--- src/rtl/keyctl_pkg.sv ---
package keyctl_pkg;

    // Status flag positions; the host polls these bits.
    localparam int ST_OUT_FULL = 0;
    localparam int ST_IN_FULL  = 1;
    localparam int ST_BUSY     = 2;
    localparam int ST_IEN      = 3;
    localparam int ST_OVERRUN  = 7;

    // Command codes accepted on the control address.
    localparam logic [7:0] CMD_SELFTEST = 8'hAE;
    localparam logic [7:0] CMD_IRQ_ON   = 8'hC1;
    localparam logic [7:0] CMD_IRQ_OFF  = 8'hC0;

    // Byte reported on a passing self-test.
    localparam logic [7:0] TEST_PASS    = 8'h55;

    typedef enum logic {OB_EMPTY, OB_FULL} ob_state_t;
    typedef enum logic {IB_IDLE, IB_HOLD} ib_state_t;
    typedef enum logic [1:0] {CT_IDLE, CT_TEST, CT_REPORT} ct_state_t;

endpackage

--- src/rtl/keyctl_decode.sv ---
module keyctl_decode #(
    parameter int ADDR_W  = 8,
    parameter bit MM_MODE = 1'b0
) (
    input  logic [ADDR_W-1:0] addr,
    input  logic              rd,
    input  logic              wr,
    output logic              stat_rd,
    output logic              data_rd,
    output logic              cmd_wr,
    output logic              data_wr
);

    logic hit_ctl;
    logic hit_dat;

    generate
        if (MM_MODE) begin : g_mmio
            // Status byte at offset 0, data byte at offset 4.
            assign hit_ctl = (addr == ADDR_W'(0));
            assign hit_dat = (addr == ADDR_W'(4));
        end else begin : g_port
            assign hit_ctl = (addr == ADDR_W'(8'h64));
            assign hit_dat = (addr == ADDR_W'(8'h60));
        end
    endgenerate

    assign stat_rd = rd & hit_ctl;
    assign data_rd = rd & hit_dat;
    assign cmd_wr  = wr & hit_ctl;
    assign data_wr = wr & hit_dat;

endmodule

--- src/rtl/keyctl_outbuf.sv ---
module keyctl_outbuf
    import keyctl_pkg::*;
(
    input  logic       clk,
    input  logic       rst_n,
    input  logic       scan_valid,
    input  logic [7:0] scan_code,
    input  logic       res_load,
    input  logic       data_rd,
    input  logic       stat_rd,
    output logic       out_full,
    output logic [7:0] out_data,
    output logic       overrun
);

    ob_state_t  ob_q, ob_d;
    logic [7:0] data_q, data_d;
    logic       ovr_q, ovr_d;

    always_ff @(posedge clk or negedge rst_n) begin
        if (!rst_n) begin
            ob_q   <= OB_EMPTY;
            data_q <= 8'h00;
            ovr_q  <= 1'b0;
        end else begin
            ob_q   <= ob_d;
            data_q <= data_d;
            ovr_q  <= ovr_d;
        end
    end

    always_comb begin
        ob_d   = ob_q;
        data_d = data_q;
        ovr_d  = ovr_q;
        if (stat_rd) begin
            ovr_d = 1'b0;
        end
        unique case (ob_q)
            OB_EMPTY: begin
                if (res_load) begin
                    // Self-test result wins; a scan in the same cycle is lost.
                    data_d = TEST_PASS;
                    ob_d   = OB_FULL;
                    if (scan_valid) ovr_d = 1'b1;
                end else if (scan_valid) begin
                    data_d = scan_code;
                    ob_d   = OB_FULL;
                end
            end
            OB_FULL: begin
                if (data_rd) ob_d = OB_EMPTY;
                if (res_load) begin
                    data_d = TEST_PASS;
                    ob_d   = OB_FULL;
                end
                if (scan_valid) ovr_d = 1'b1;
            end
            default: ob_d = OB_EMPTY;
        endcase
    end

    assign out_full = (ob_q == OB_FULL);
    assign out_data = data_q;
    assign overrun  = ovr_q;

endmodule

--- src/rtl/keyctl_inbuf.sv ---
module keyctl_inbuf
    import keyctl_pkg::*;
#(
    parameter int CONSUME_CYCLES = 4
) (
    input  logic       clk,
    input  logic       rst_n,
    input  logic       data_wr,
    input  logic [7:0] wr_data,
    output logic       in_full,
    output logic [7:0] in_byte,
    output logic       in_strobe
);

    localparam int CW = (CONSUME_CYCLES > 1) ? $clog2(CONSUME_CYCLES) : 1;

    ib_state_t   ib_q, ib_d;
    logic [CW-1:0] cnt_q, cnt_d;
    logic [7:0]  byte_q, byte_d;
    logic        stb_q, stb_d;

    always_ff @(posedge clk or negedge rst_n) begin
        if (!rst_n) begin
            ib_q   <= IB_IDLE;
            cnt_q  <= '0;
            byte_q <= 8'h00;
            stb_q  <= 1'b0;
        end else begin
            ib_q   <= ib_d;
            cnt_q  <= cnt_d;
            byte_q <= byte_d;
            stb_q  <= stb_d;
        end
    end

    always_comb begin
        ib_d   = ib_q;
        cnt_d  = cnt_q;
        byte_d = byte_q;
        stb_d  = 1'b0;
        unique case (ib_q)
            IB_IDLE: begin
                if (data_wr) begin
                    byte_d = wr_data;
                    cnt_d  = CW'(CONSUME_CYCLES - 1);
                    ib_d   = IB_HOLD;
                end
            end
            IB_HOLD: begin
                // Writes during the hold window are ignored.
                if (cnt_q == '0) begin
                    stb_d = 1'b1;
                    ib_d  = IB_IDLE;
                end else begin
                    cnt_d = cnt_q - CW'(1);
                end
            end
            default: ib_d = IB_IDLE;
        endcase
    end

    assign in_full   = (ib_q == IB_HOLD);
    assign in_byte   = byte_q;
    assign in_strobe = stb_q;

endmodule

--- src/rtl/keyctl_cmd.sv ---
module keyctl_cmd
    import keyctl_pkg::*;
#(
    parameter int TEST_CYCLES = 16
) (
    input  logic       clk,
    input  logic       rst_n,
    input  logic       cmd_wr,
    input  logic [7:0] cmd_byte,
    output logic       busy,
    output logic       res_load,
    output logic       ien
);

    localparam int TW = (TEST_CYCLES > 1) ? $clog2(TEST_CYCLES) : 1;

    ct_state_t     ct_q, ct_d;
    logic [TW-1:0] cnt_q, cnt_d;
    logic          ien_q, ien_d;

    always_ff @(posedge clk or negedge rst_n) begin
        if (!rst_n) begin
            ct_q  <= CT_IDLE;
            cnt_q <= '0;
            ien_q <= 1'b0;
        end else begin
            ct_q  <= ct_d;
            cnt_q <= cnt_d;
            ien_q <= ien_d;
        end
    end

    always_comb begin
        ct_d  = ct_q;
        cnt_d = cnt_q;
        ien_d = ien_q;
        if (cmd_wr && cmd_byte == CMD_IRQ_ON)  ien_d = 1'b1;
        if (cmd_wr && cmd_byte == CMD_IRQ_OFF) ien_d = 1'b0;
        unique case (ct_q)
            CT_IDLE: begin
                if (cmd_wr && cmd_byte == CMD_SELFTEST) begin
                    cnt_d = TW'(TEST_CYCLES - 1);
                    ct_d  = CT_TEST;
                end
            end
            CT_TEST: begin
                if (cnt_q == '0) ct_d = CT_REPORT;
                else             cnt_d = cnt_q - TW'(1);
            end
            CT_REPORT: ct_d = CT_IDLE;
            default:   ct_d = CT_IDLE;
        endcase
    end

    assign busy     = (ct_q == CT_TEST);
    assign res_load = (ct_q == CT_REPORT);
    assign ien      = ien_q;

endmodule

--- src/rtl/keyctl_regs.sv ---
module keyctl_regs
    import keyctl_pkg::*;
#(
    parameter int ADDR_W         = 8,
    parameter bit MM_MODE        = 1'b0,
    parameter int CONSUME_CYCLES = 4,
    parameter int TEST_CYCLES    = 16
) (
    input  logic              clk,
    input  logic              rst_n,
    input  logic [ADDR_W-1:0] bus_addr,
    input  logic              bus_rd,
    input  logic              bus_wr,
    input  logic [7:0]        bus_wdata,
    output logic [7:0]        bus_rdata,
    input  logic              scan_valid,
    input  logic [7:0]        scan_code,
    output logic [7:0]        in_byte,
    output logic              in_strobe,
    output logic              irq
);

    logic       stat_rd, data_rd, cmd_wr, data_wr;
    logic       out_full, overrun, in_full, busy, res_load, ien;
    logic [7:0] out_data;
    logic [7:0] st_byte;

    keyctl_decode #(.ADDR_W(ADDR_W), .MM_MODE(MM_MODE)) u_dec (
        .addr(bus_addr), .rd(bus_rd), .wr(bus_wr),
        .stat_rd(stat_rd), .data_rd(data_rd), .cmd_wr(cmd_wr), .data_wr(data_wr)
    );

    keyctl_outbuf u_out (
        .clk(clk), .rst_n(rst_n), .scan_valid(scan_valid), .scan_code(scan_code),
        .res_load(res_load), .data_rd(data_rd), .stat_rd(stat_rd),
        .out_full(out_full), .out_data(out_data), .overrun(overrun)
    );

    keyctl_inbuf #(.CONSUME_CYCLES(CONSUME_CYCLES)) u_in (
        .clk(clk), .rst_n(rst_n), .data_wr(data_wr), .wr_data(bus_wdata),
        .in_full(in_full), .in_byte(in_byte), .in_strobe(in_strobe)
    );

    keyctl_cmd #(.TEST_CYCLES(TEST_CYCLES)) u_cmd (
        .clk(clk), .rst_n(rst_n), .cmd_wr(cmd_wr), .cmd_byte(bus_wdata),
        .busy(busy), .res_load(res_load), .ien(ien)
    );

    always_comb begin
        st_byte              = 8'h00;
        st_byte[ST_OUT_FULL] = out_full;
        st_byte[ST_IN_FULL]  = in_full;
        st_byte[ST_BUSY]     = busy;
        st_byte[ST_IEN]      = ien;
        st_byte[ST_OVERRUN]  = overrun;
    end

    always_comb begin
        if (stat_rd)      bus_rdata = st_byte;
        else if (data_rd) bus_rdata = out_data;
        else              bus_rdata = 8'h00;
    end

    assign irq = out_full & ien;

endmodule

--- config.mk ---
export PLATFORM = sky130hd
export DESIGN_NAME = keyctl_regs
export DESIGN_NICKNAME = d
export VERILOG_FILES = /design/src/rtl/keyctl_pkg.sv /design/src/rtl/keyctl_decode.sv /design/src/rtl/keyctl_outbuf.sv /design/src/rtl/keyctl_inbuf.sv /design/src/rtl/keyctl_cmd.sv /design/src/rtl/keyctl_regs.sv
export SDC_FILE = /design/constraint.sdc
export NUM_CORES = 1
export LEC_CHECK = 0
export ABC_CLOCK_PERIOD_IN_PS = 3430
export BUFFER_PORTS_ARGS = -buffer_cell sky130_fd_sc_hd__buf_2
export CAP_MARGIN = 10
export CORE_UTILIZATION = 45
export CTS_CLUSTER_DIAMETER = 200
export DETAILED_ROUTE_END_ITERATION = 10
export GPL_TIMING_DRIVEN = 0
export PLACE_DENSITY = 0.74
export SLEW_MARGIN = 20
export SYNTH_ARGS = -nofsm -noshare
export SYNTH_HDL_FRONTEND = slang
export SYNTH_HIERARCHICAL = 1
export SYNTH_SLANG_ARGS = --single-unit
--- constraint.sdc ---
create_clock -name clk -period 3.43 [get_ports clk]
set_clock_uncertainty 0.2 [all_clocks]
set_input_delay 1.029 -clock clk [delete_from_list [all_inputs] [get_ports clk]]
set_output_delay 1.029 -clock clk [all_outputs]
set_load 0.01 [all_outputs]
# == Word level (Yosys, flattened, before mapping) ==
# Cells that the tools add are included.
# totals
register_bits,29
rom_bits,0
ramBits,0
word_cells,77
latch_bits,0
inputBits,29
mem_count,0
output_inout_bits,18
# classes
muxes,31
shifts,0
bitwise_logic,7
n_eq_ne,14
magnitude_cmp,0
mul,0
add_sub_neg,2
reduce_logical,13
n_div,0
# ops
operator,count
two-way mux 8 bit,5
equality test 8 bit (second input constant),3
equality test 8 x 7 -> 1 bit (second input constant),2
case mux 8 bit (2 select lines),1
two-way mux 1 bit,13
two-way mux 2 bit,4
two-way mux 4 bit,2
!= test 2 bit (second input constant),4
case mux 2 bit (2 select lines),2
case mux 4 bit (2 select lines),1
AND reduction 2 bit,4
case mux 1 bit (2 select lines),3
bitwise AND 1 bit,5
zero test 2 bit,2
zero test 4 bit,1
!= test 2 x 1 -> 1 bit (second input constant),2
nonzero test 2 bit,2
subtractor 4 x 1 -> 4 bit (second input constant),1
logical AND 1 bit,3
!= test 3 bit (second input constant),1
AND reduction 3 bit,1
equality test 2 x 1 -> 1 bit (second input constant),1
equality test 2 bit (second input constant),1
NOT 1 bit,2
subtractor 2 x 1 -> 2 bit (second input constant),1

# == Depth between registers and ports, before layout ==
# Gate-level depths: netlist of the first run.
# depth
ltp_word,6
ltp_mapped,5
ltp_nobuf,5

# == Cells and area by module ==
# The synthesis of the first run kept the hierarchy.
# modules_own_cells
mod,area_each_um2,seq_area_each_um2,n_inst,cells_each
keyctl_inbuf,501.7,300.3,1,32
keyctl_outbuf,461.7,250.2,1,42
keyctl_cmd,412.9,175.2,1,35
keyctl_regs,86.3,0.0,1,11
keyctl_decode,55.1,0.0,1,8

# == Worst setup path after synthesis of the first run ==
# OpenSTA, ideal clock, no wires.
# synth_path
path_type,input -> output
start,input port bus_addr[1]
end,output port bus_rdata[0]
path_stages,5
arrival_ns,2.432
required_time_ns,2.201
path_slack_ns,-0.231
n_path_buf,1
path_cell_list,or4b_1 > nor3_1 > nor2b_1 > buf_6 > a22o_1
# synth_between
word_cells_on_any_way,6
classes_between,eq/ne: 2; mux: 2; bitwise: 2
# synth_lines
item,line_no,text
from (decl),keyctl_regs.sv:11,"input logic [ADDR_W-1:0] bus_addr,"
equality test 8 x 7 -> 1 bit,keyctl_decode.sv:23,assign hit_ctl = (addr == ADDR_W'(8'h64));
bitwise AND 1 bit,keyctl_decode.sv:28,assign stat_rd = rd & hit_ctl;
via stat_rd,keyctl_regs.sv:23,"logic stat_rd, data_rd, cmd_wr, data_wr;"
two-way mux 8 bit,keyctl_regs.sv:59,if (stat_rd) bus_rdata = st_byte;
to (decl),keyctl_regs.sv:15,"output logic [7:0] bus_rdata,"
# The timed path passes the listed nets, and every way through them passes these cells.

# == Final worst setup path of the first run ==
# layout_path
start,input port bus_addr[3]
end,output port bus_rdata[0]
# layout_between
elab_chain_cells,4
word_cells_on_any_way,6
classes_between,eq/ne: 2; mux: 2; bitwise: 2
# layout_lines
item,line_no,text
equality test 8 x 7 -> 1 bit,keyctl_decode.sv:24,assign hit_dat = (addr == ADDR_W'(8'h60));
bitwise AND 1 bit,keyctl_decode.sv:29,assign data_rd = rd & hit_dat;
via data_rd,keyctl_regs.sv:23,
two-way mux 8 bit,keyctl_regs.sv:60,else if (data_rd) bus_rdata = out_data;
two-way mux 8 bit,keyctl_regs.sv:59,
# The timed path passes the listed nets, and every way through them passes these cells.

==> flow_metrics.py, run 1 <==
metrics = {
    "die": {
        "die_x_microns": 60.08,
        "fp.dieArea_sq_um": 3609,
        "start_util_pct": 48.52,
        "die_y_microns": 60.08,
        "rows": 20,
        "core_area_sq_um": 3128,
        "pin_count": 47,
    },
    "synth": {
        "synthTopCellsByCount": "dfrtp_1, mux2_4, nor2_1",
        "ys.flop_type": "dfrtp_1",
        "yosysMostFrequentCell": "dfrtp_1",
        "synth_nets": 159,
        "synth-simple-area-share_pct": 21.93,
        "ys_async_sr_fraction_pct": 100.0,
        "synth_cell_types": 36,
        "synth_area_leader_cell": "dfrtp_1",
        "synthXorXnorAreaFrac_pct": 0.5771,
        "synth-compound-area-share_pct": 9.893,
        "synth_top_family_by_area": "simple AND/OR/NAND/NOR gates",
        "synth-adder-area-share_pct": 1.649,
        "synth.area.mux_share_pct": 13.27,
        "netlist.area_leader.share_pct": 47.82,
        "synth_warnings": 6,
        "yosys_register_bits": 29,
        "syn_inst": 128,
        "ys_top_cells_by_area": "dfrtp_1, mux2_4, nand4bb_1",
        "yosysSeqAreaShare_pct": 47.82,
        "synth-edff-count": 0,
        "avgSynthCellArea_sq_um": 11.86,
        "synthesis.area_sq_um": 1518,
    },
    "global_route": {
        "antenna_found_initial": 0,
        "grt_usage_pct": 19.59,
        "grt_pass1_wl_microns": 5078,
        "grt_pass1_vias": 1149,
        "grt_max_degree": 30,
        "grt-ovfl-total": 0,
    },
    "placement": {
        "place.gp.congestion": 0.6586,
        "hpwlAfterDp_microns": 2331,
        "pre_cts_ws_ns": -0.3293,
        "port_buffers": 46,
    },
    "power": {
        "ir_worst_vdd_uv": 353.3,
        "power.leakage_nw": 0.9698,
        "cellPowerDensity_nw_per_um2": 458.9,
    },
    "cts": {
        "cts_buffers": 5,
        "tritoncts": "yes",
        "clk_pin_slew_ns": 0.09,
        "clockRootBuffer": "clkbuf_4",
        "ctsHoldBuffers": 0,
        "clk_latency_ns": 0.32,
        "clock_sink_count": 29,
        "cts_buffer_depth": 2,
        "htreeDepth": 2,
    },
    "timing": {
        "period_minus_slack_ns": 3.653,
        "tns_ns": -1.580,
        "layout_setup_ws_ns": -0.2233,
        "post-route-period-util_pct": 106.5,
        "setup_viol": 8,
        "tightest_slew_ns": 0.6365,
        "hold_viol_final": 0,
        "rsz0062_at_grt": "true",
        "finalMaxSlewViolations": 0,
        "relSlewSlack_pct": 57.57,
        "fmax_mhz": 273.7,
    },
    "worst_setup_path": {
        "start_kind": "input pin",
        "cp_max_fo": 8,
        "reg2reg_depth": 5,
        "arrival_ns": 2.42,
        "crit_required_ns": 2.20,
        "critPathCaptureType": "output port",
        "worstSetupPathType": "input pin to output port",
    },
    "routing": {
        "drt_wl_total_microns": 3204,
        "vias": 1190,
        "dr.pass1.iters": 4,
        "viasPerCell": 5.219,
        "antenna_left": 0,
        "first_iter_violations": 29,
        "wl_per_cell_microns": 14.05,
        "drc": 0,
    },
    "cells_and_area": {
        "diodes": 0,
        "nFillCells": 263,
        "nets": 214,
        "drive_gt1_share_pct": 44.57,
        "area_growth_pct": 28.03,
    },
    "flow_run": {
        "maxCapViolCount": 0,
    },
    "status": {
        "status": "finished, violations left",
        "violations": "negative setup slack",
    },
    "worst_hold_path": {
        "whs_path_depth": 1,
        "hp-class": "flop to flop",
    },
}
-- layout by cell type, fill, tap and decap left out, types with 2 or more instances in the layout --
master / Yosys / layout
nand2b_1: 4 / 4
nand3b_1: 2 / 2
a21oi_1: 2 / 2
ha_1: 2 / 2
dfrtp_1: 29 / 29
mux2_4: 10 / 10
mux2i_1: 4 / 4
buf_6: 3 / 4
buf_2: 1 / 46
o21a_1: 2 / 2
nor3_1: 4 / 2
clkbuf_4: 0 / 5
nor3_4: 0 / 2
a22o_1: 5 / 5
buf_4: 0 / 2
and2_1: 5 / 5
nor2_1: 10 / 10
o21ai_0: 6 / 6
nand4bb_1: 5 / 5
inv_1: 8 / 8
nand3_1: 3 / 3
nor2b_1: 4 / 3
and4bb_2: 2 / 2
-- layer usage --
| layer | track usage, % | up-vias | routed length, microns |
|---|---|---|---|
| met1 | 21.71 | 581 | 1341 |
| met4 | 7.309 | 0 | 17 |
| met2 | 35.24 | 39 | 1673 |
| met5 | 0 | - | 0 |
| li1 | - | 568 | - |
| met3 | 5.628 | 2 | 171 |
-- timing repair --
action / 4_1_cts / 5_1_grt
setup buffers: 3 / 0
gates resized for setup: 5 / 0
pin swaps: 7 / 3
endpoints found under the setup margin: 8 / 8
-- logic make-up after synthesis --
group,Yosys count
compound gates,19
xor+xnor,1
fa+ha+maj,2
buf+inv,13
flops,29
mux,15
simple gates,49
-- critical path, stage by stage --
cell,delay (ns)
buf_6,0.09
or4b_4,0.57
nor3_4,0.16
nor2b_4,0.27
a22o_1,0.18
buf_2,0.13
-- final timing paths --
kind                                                  to  slack [ns]                  startpoint
setup / recovery                            bus_rdata[0]       -0.22                 bus_addr[3]
hold / removal                 u_cmd/ct_q[1]$_DFFE_PN0P_        0.30   u_cmd/ct_q[1]$_DFFE_PN0P_
setup reg to reg              u_cmd/cnt_q[1]$_DFFE_PN0P_        1.42  u_cmd/cnt_q[0]$_DFFE_PN0P_
hold reg to reg                u_cmd/ct_q[1]$_DFFE_PN0P_        0.30   u_cmd/ct_q[1]$_DFFE_PN0P_
max in group asynchronous  u_out/out_data[7]$_DFFE_PN0P_        2.09                       rst_n
min in group asynchronous          u_cmd/ien$_DFFE_PN0P_        0.52                       rst_n
-- flip-flops by register name (all words and copies together), names as in the netlist --
register	flops
u_in/in_byte	8
u_out/out_data	8
u_cmd/cnt_q	4
u_cmd/ct_q	2
u_in/cnt_q	2
u_cmd/ien	1
u_in/in_full	1
u_in/in_strobe	1
u_out/out_full	1
u_out/overrun	1
-- cell type report --
class	instances	area (sq um)	share of cell area (%)
buffer	4	32.53	1.674
clock buffer	7	55.05	2.833
clock inverter	1	30.03	1.545
inverter	8	30.03	1.545
multi-input combinational	86	752.0	38.70
sequential	29	725.7	37.35
tap	44	55.05	2.833
timing repair buffer	49	262.8	13.52
-- through the flow --
stage	utilization [%]	hold slack [ns]	instance area [sq um]	instances	power, mW
CTS	62.12	0.2969	1943	228	0.8997
finish	62.12	0.2979	1943	228	0.8917
floorplan	-	0.2365	1538	128	0.5420
detailed placement	58.28	0.2738	1823	218	0.6041
global placement	58.28	0.2648	1823	218	0.5852
global route	62.12	0.3227	1943	228	0.9450
-- report_power, final --
| part | internal [mW] | leakage (nW) | switching [mW] |
|---|---|---|---|
| registers | 0.410 | 0.359 | 0.0419 |
| logic | 0.0771 | 0.565 | 0.0709 |
| clock network | 0.174 | 0.0455 | 0.118 |
| total | 0.661 | 0.970 | 0.231 |
Note: power is estimated with default switching activity, not from simulation.
==> run 2: changes to the inputs <==
--- a/config.mk
+++ b/config.mk
@@ -5,14 +5,15 @@
 export SDC_FILE = /design/constraint.sdc
 export NUM_CORES = 1
 export LEC_CHECK = 0
-export ABC_CLOCK_PERIOD_IN_PS = 3430
+export ABC_CLOCK_PERIOD_IN_PS = 3590
 export BUFFER_PORTS_ARGS = -buffer_cell sky130_fd_sc_hd__buf_2
 export CAP_MARGIN = 10
-export CORE_UTILIZATION = 45
+export CORE_MARGIN = 2
+export CORE_UTILIZATION = 50
 export CTS_CLUSTER_DIAMETER = 200
 export DETAILED_ROUTE_END_ITERATION = 10
 export GPL_TIMING_DRIVEN = 0
-export PLACE_DENSITY = 0.74
+export PLACE_DENSITY = 0.78
 export SLEW_MARGIN = 20
 export SYNTH_ARGS = -nofsm -noshare
 export SYNTH_HDL_FRONTEND = slang
==> constraint.sdc (replaced) <==
create_clock -name clk -period 3.59 [get_ports clk]
set_clock_uncertainty 0.2 [all_clocks]
set_input_delay 1.077 -clock clk [delete_from_list [all_inputs] [get_ports clk]]
set_output_delay 1.077 -clock clk [all_outputs]
set_load 0.01 [all_outputs]
==> run 2 against run 1 <==
Compared with the run above:
- the run still ends with negative setup slack left
- combinational power shrank 3%
- die area shrank 3.2%
- clock power shrank 5%
- utilization grew 5.9 points
- critical endpoint is now bus_rdata[2]
==> flow_metrics.py, run 2 (synthesis results as in run 1) <==
metrics = {
    "routing": {
        "dr.pass1.iters": 4,
        "viasPerCell": 5.581,
        "first_iter_violations": 27,
        "drc": 0,
        "vias": 1200,
        "drt_wl_total_microns": 3264,
        "wl_per_cell_microns": 15.18,
        "antenna_left": 0,
    },
    "timing": {
        "hold_viol_final": 0,
        "rsz0062_at_grt": "true",
        "finalMaxSlewViolations": 0,
        "post-route-period-util_pct": 104.5,
        "holdWs_ns": 0.3005,
        "layout_setup_ws_ns": -0.1602,
        "setup_viol": 8,
        "relSlewSlack_pct": 56.36,
        "period_minus_slack_ns": 3.750,
        "fmax_mhz": 266.7,
        "tightest_slew_ns": 0.6545,
    },
    "power": {
        "p_total_mw": 0.8536,
        "combinationalPowerShare_pct": 16.9,
        "power_switching_mw": 0.2224,
        "cellPowerDensity_nw_per_um2": 443.9,
        "internal_power_mw": 0.6312,
        "power.leakage_nw": 0.9713,
        "p_seq_share_pct": 50.6,
        "ir_worst_vdd_uv": 317.0,
        "switching_share_pct": 26.06,
        "clkPwrFrac_pct": 32.5,
    },
    "global_route": {
        "grt-ovfl-total": 0,
        "grt_pass1_vias": 1203,
        "grt_pass1_wl_microns": 5464,
        "grt_usage_pct": 21.12,
        "antenna_found_initial": 0,
        "grt_max_degree": 30,
    },
    "die": {
        "core_area_sq_um": 2829,
        "rows": 19,
        "pin_count": 47,
        "die_y_microns": 59.10,
        "start_util_pct": 53.65,
        "fp.dieArea_sq_um": 3492,
        "die_x_microns": 59.10,
    },
    "cells_and_area": {
        "multiInputGateArea_sq_um": 752.0,
        "seqCellArea_sq_um": 725.7,
        "drive_gt1_share_pct": 44.57,
        "nFillCells": 217,
        "nets": 214,
        "layout_common_cells": "buf_2, dfrtp_1, mux2_4, nor2_1, inv_1",
        "diodes": 0,
        "layout_commonest_cell": "buf_2",
        "area_growth_pct": 26.71,
        "stdcell_count": 215,
    },
    "worst_setup_path": {
        "worstSetupPathType": "input pin to output port",
        "crit_required_ns": 2.31,
        "cp_max_fo": 6,
        "arrival_ns": 2.47,
        "start_kind": "input pin",
        "critPathCaptureType": "output port",
    },
    "cts": {
        "tritoncts": "yes",
        "clk_pin_slew_ns": 0.08,
        "cts_buffer_depth": 2,
        "clock_sink_count": 29,
        "htreeDepth": 2,
        "ctsHoldBuffers": 0,
        "cts_buffers": 5,
        "clockRootBuffer": "clkbuf_4",
        "clk_latency_ns": 0.33,
    },
    "placement": {
        "pre_cts_ws_ns": -0.3225,
        "place.gp.congestion": 0.6840,
        "port_buffers": 46,
        "numPlacedInstances": 205,
        "hpwlAfterDp_microns": 2319,
    },
    "worst_hold_path": {
        "hp-class": "flop to flop",
    },
    "status": {
        "status": "finished, violations left",
        "violations": "negative setup slack",
    },
    "flow_run": {
        "maxCapViolCount": 0,
    },
}
[run 2: critical path, stage by stage]
cell and delay (ns):
buf_6 0.09, or4b_4 0.57, nor3_4 0.28, buf_4 0.19, a22o_1 0.14, buf_2 0.12
[run 2: cell type report]
class,count,share of cell area (%)
buffer,4,1.692
inverter,8,1.561
sequential,29,37.74
timing repair buffer,49,13.47
multi-input combinational,86,39.10
tap,31,2.017
clock buffer,7,2.863
clock inverter,1,1.561
[run 2: metrics by stage]
step | setup TNS [ns] | instance area (sq um) | util, %
2_1_floorplan | 0 | 1529 | -
3_3_place_gp | -2.320 | 1798 | 63.56
3_5_place_dp | -2.510 | 1798 | 63.56
4_1_cts | -1.672 | 1923 | 67.98
5_1_grt | -1.580 | 1923 | 67.98
6_report | -1.194 | 1923 | 67.98
[run 2: worst paths after layout]
path	depth (start not counted)	end	start	slack (ns)
min in group asynchronous	1	u_cmd/ct_q[0]$_DFFE_PN0P_	rst_n	0.57
max reg2reg	5	u_cmd/cnt_q[1]$_DFFE_PN0P_	u_cmd/cnt_q[0]$_DFFE_PN0P_	1.60
max in group asynchronous	1	u_in/cnt_q[0]$_DFFE_PN0P_	rst_n	2.19
min	1	u_in/cnt_q[1]$_DFFE_PN0P_	u_in/cnt_q[1]$_DFFE_PN0P_	0.30
min reg2reg	1	u_in/cnt_q[1]$_DFFE_PN0P_	u_in/cnt_q[1]$_DFFE_PN0P_	0.30
max	6	bus_rdata[2]	bus_addr[3]	-0.16
[run 2: layer usage]
layer	up-vias	GRT usage (%)	share of wire [%]
met5	-	0	0
met4	0	6.169	0.64
met3	4	6.332	5.1
met2	48	35.40	50
met1	582	26.34	44
li1	566	-	-
[run 2: repair_timing]
item / CTS / global route
setup endpoints to repair: 8 / 8
gates resized for setup: 6 / 0
buffers inserted: 3 / 0
pin swaps: 6 / 5
[run 2: power by group through the flow]
stage	Combinational [mW]	Sequential, mW	Clock [mW]
2_1_floorplan	0.0882	0.429	0
3_3_place_gp	0.126	0.433	0
3_5_place_dp	0.140	0.438	0
4_1_cts	0.143	0.432	0.286
5_1_grt	0.165	0.443	0.302
6_report	0.144	0.432	0.278
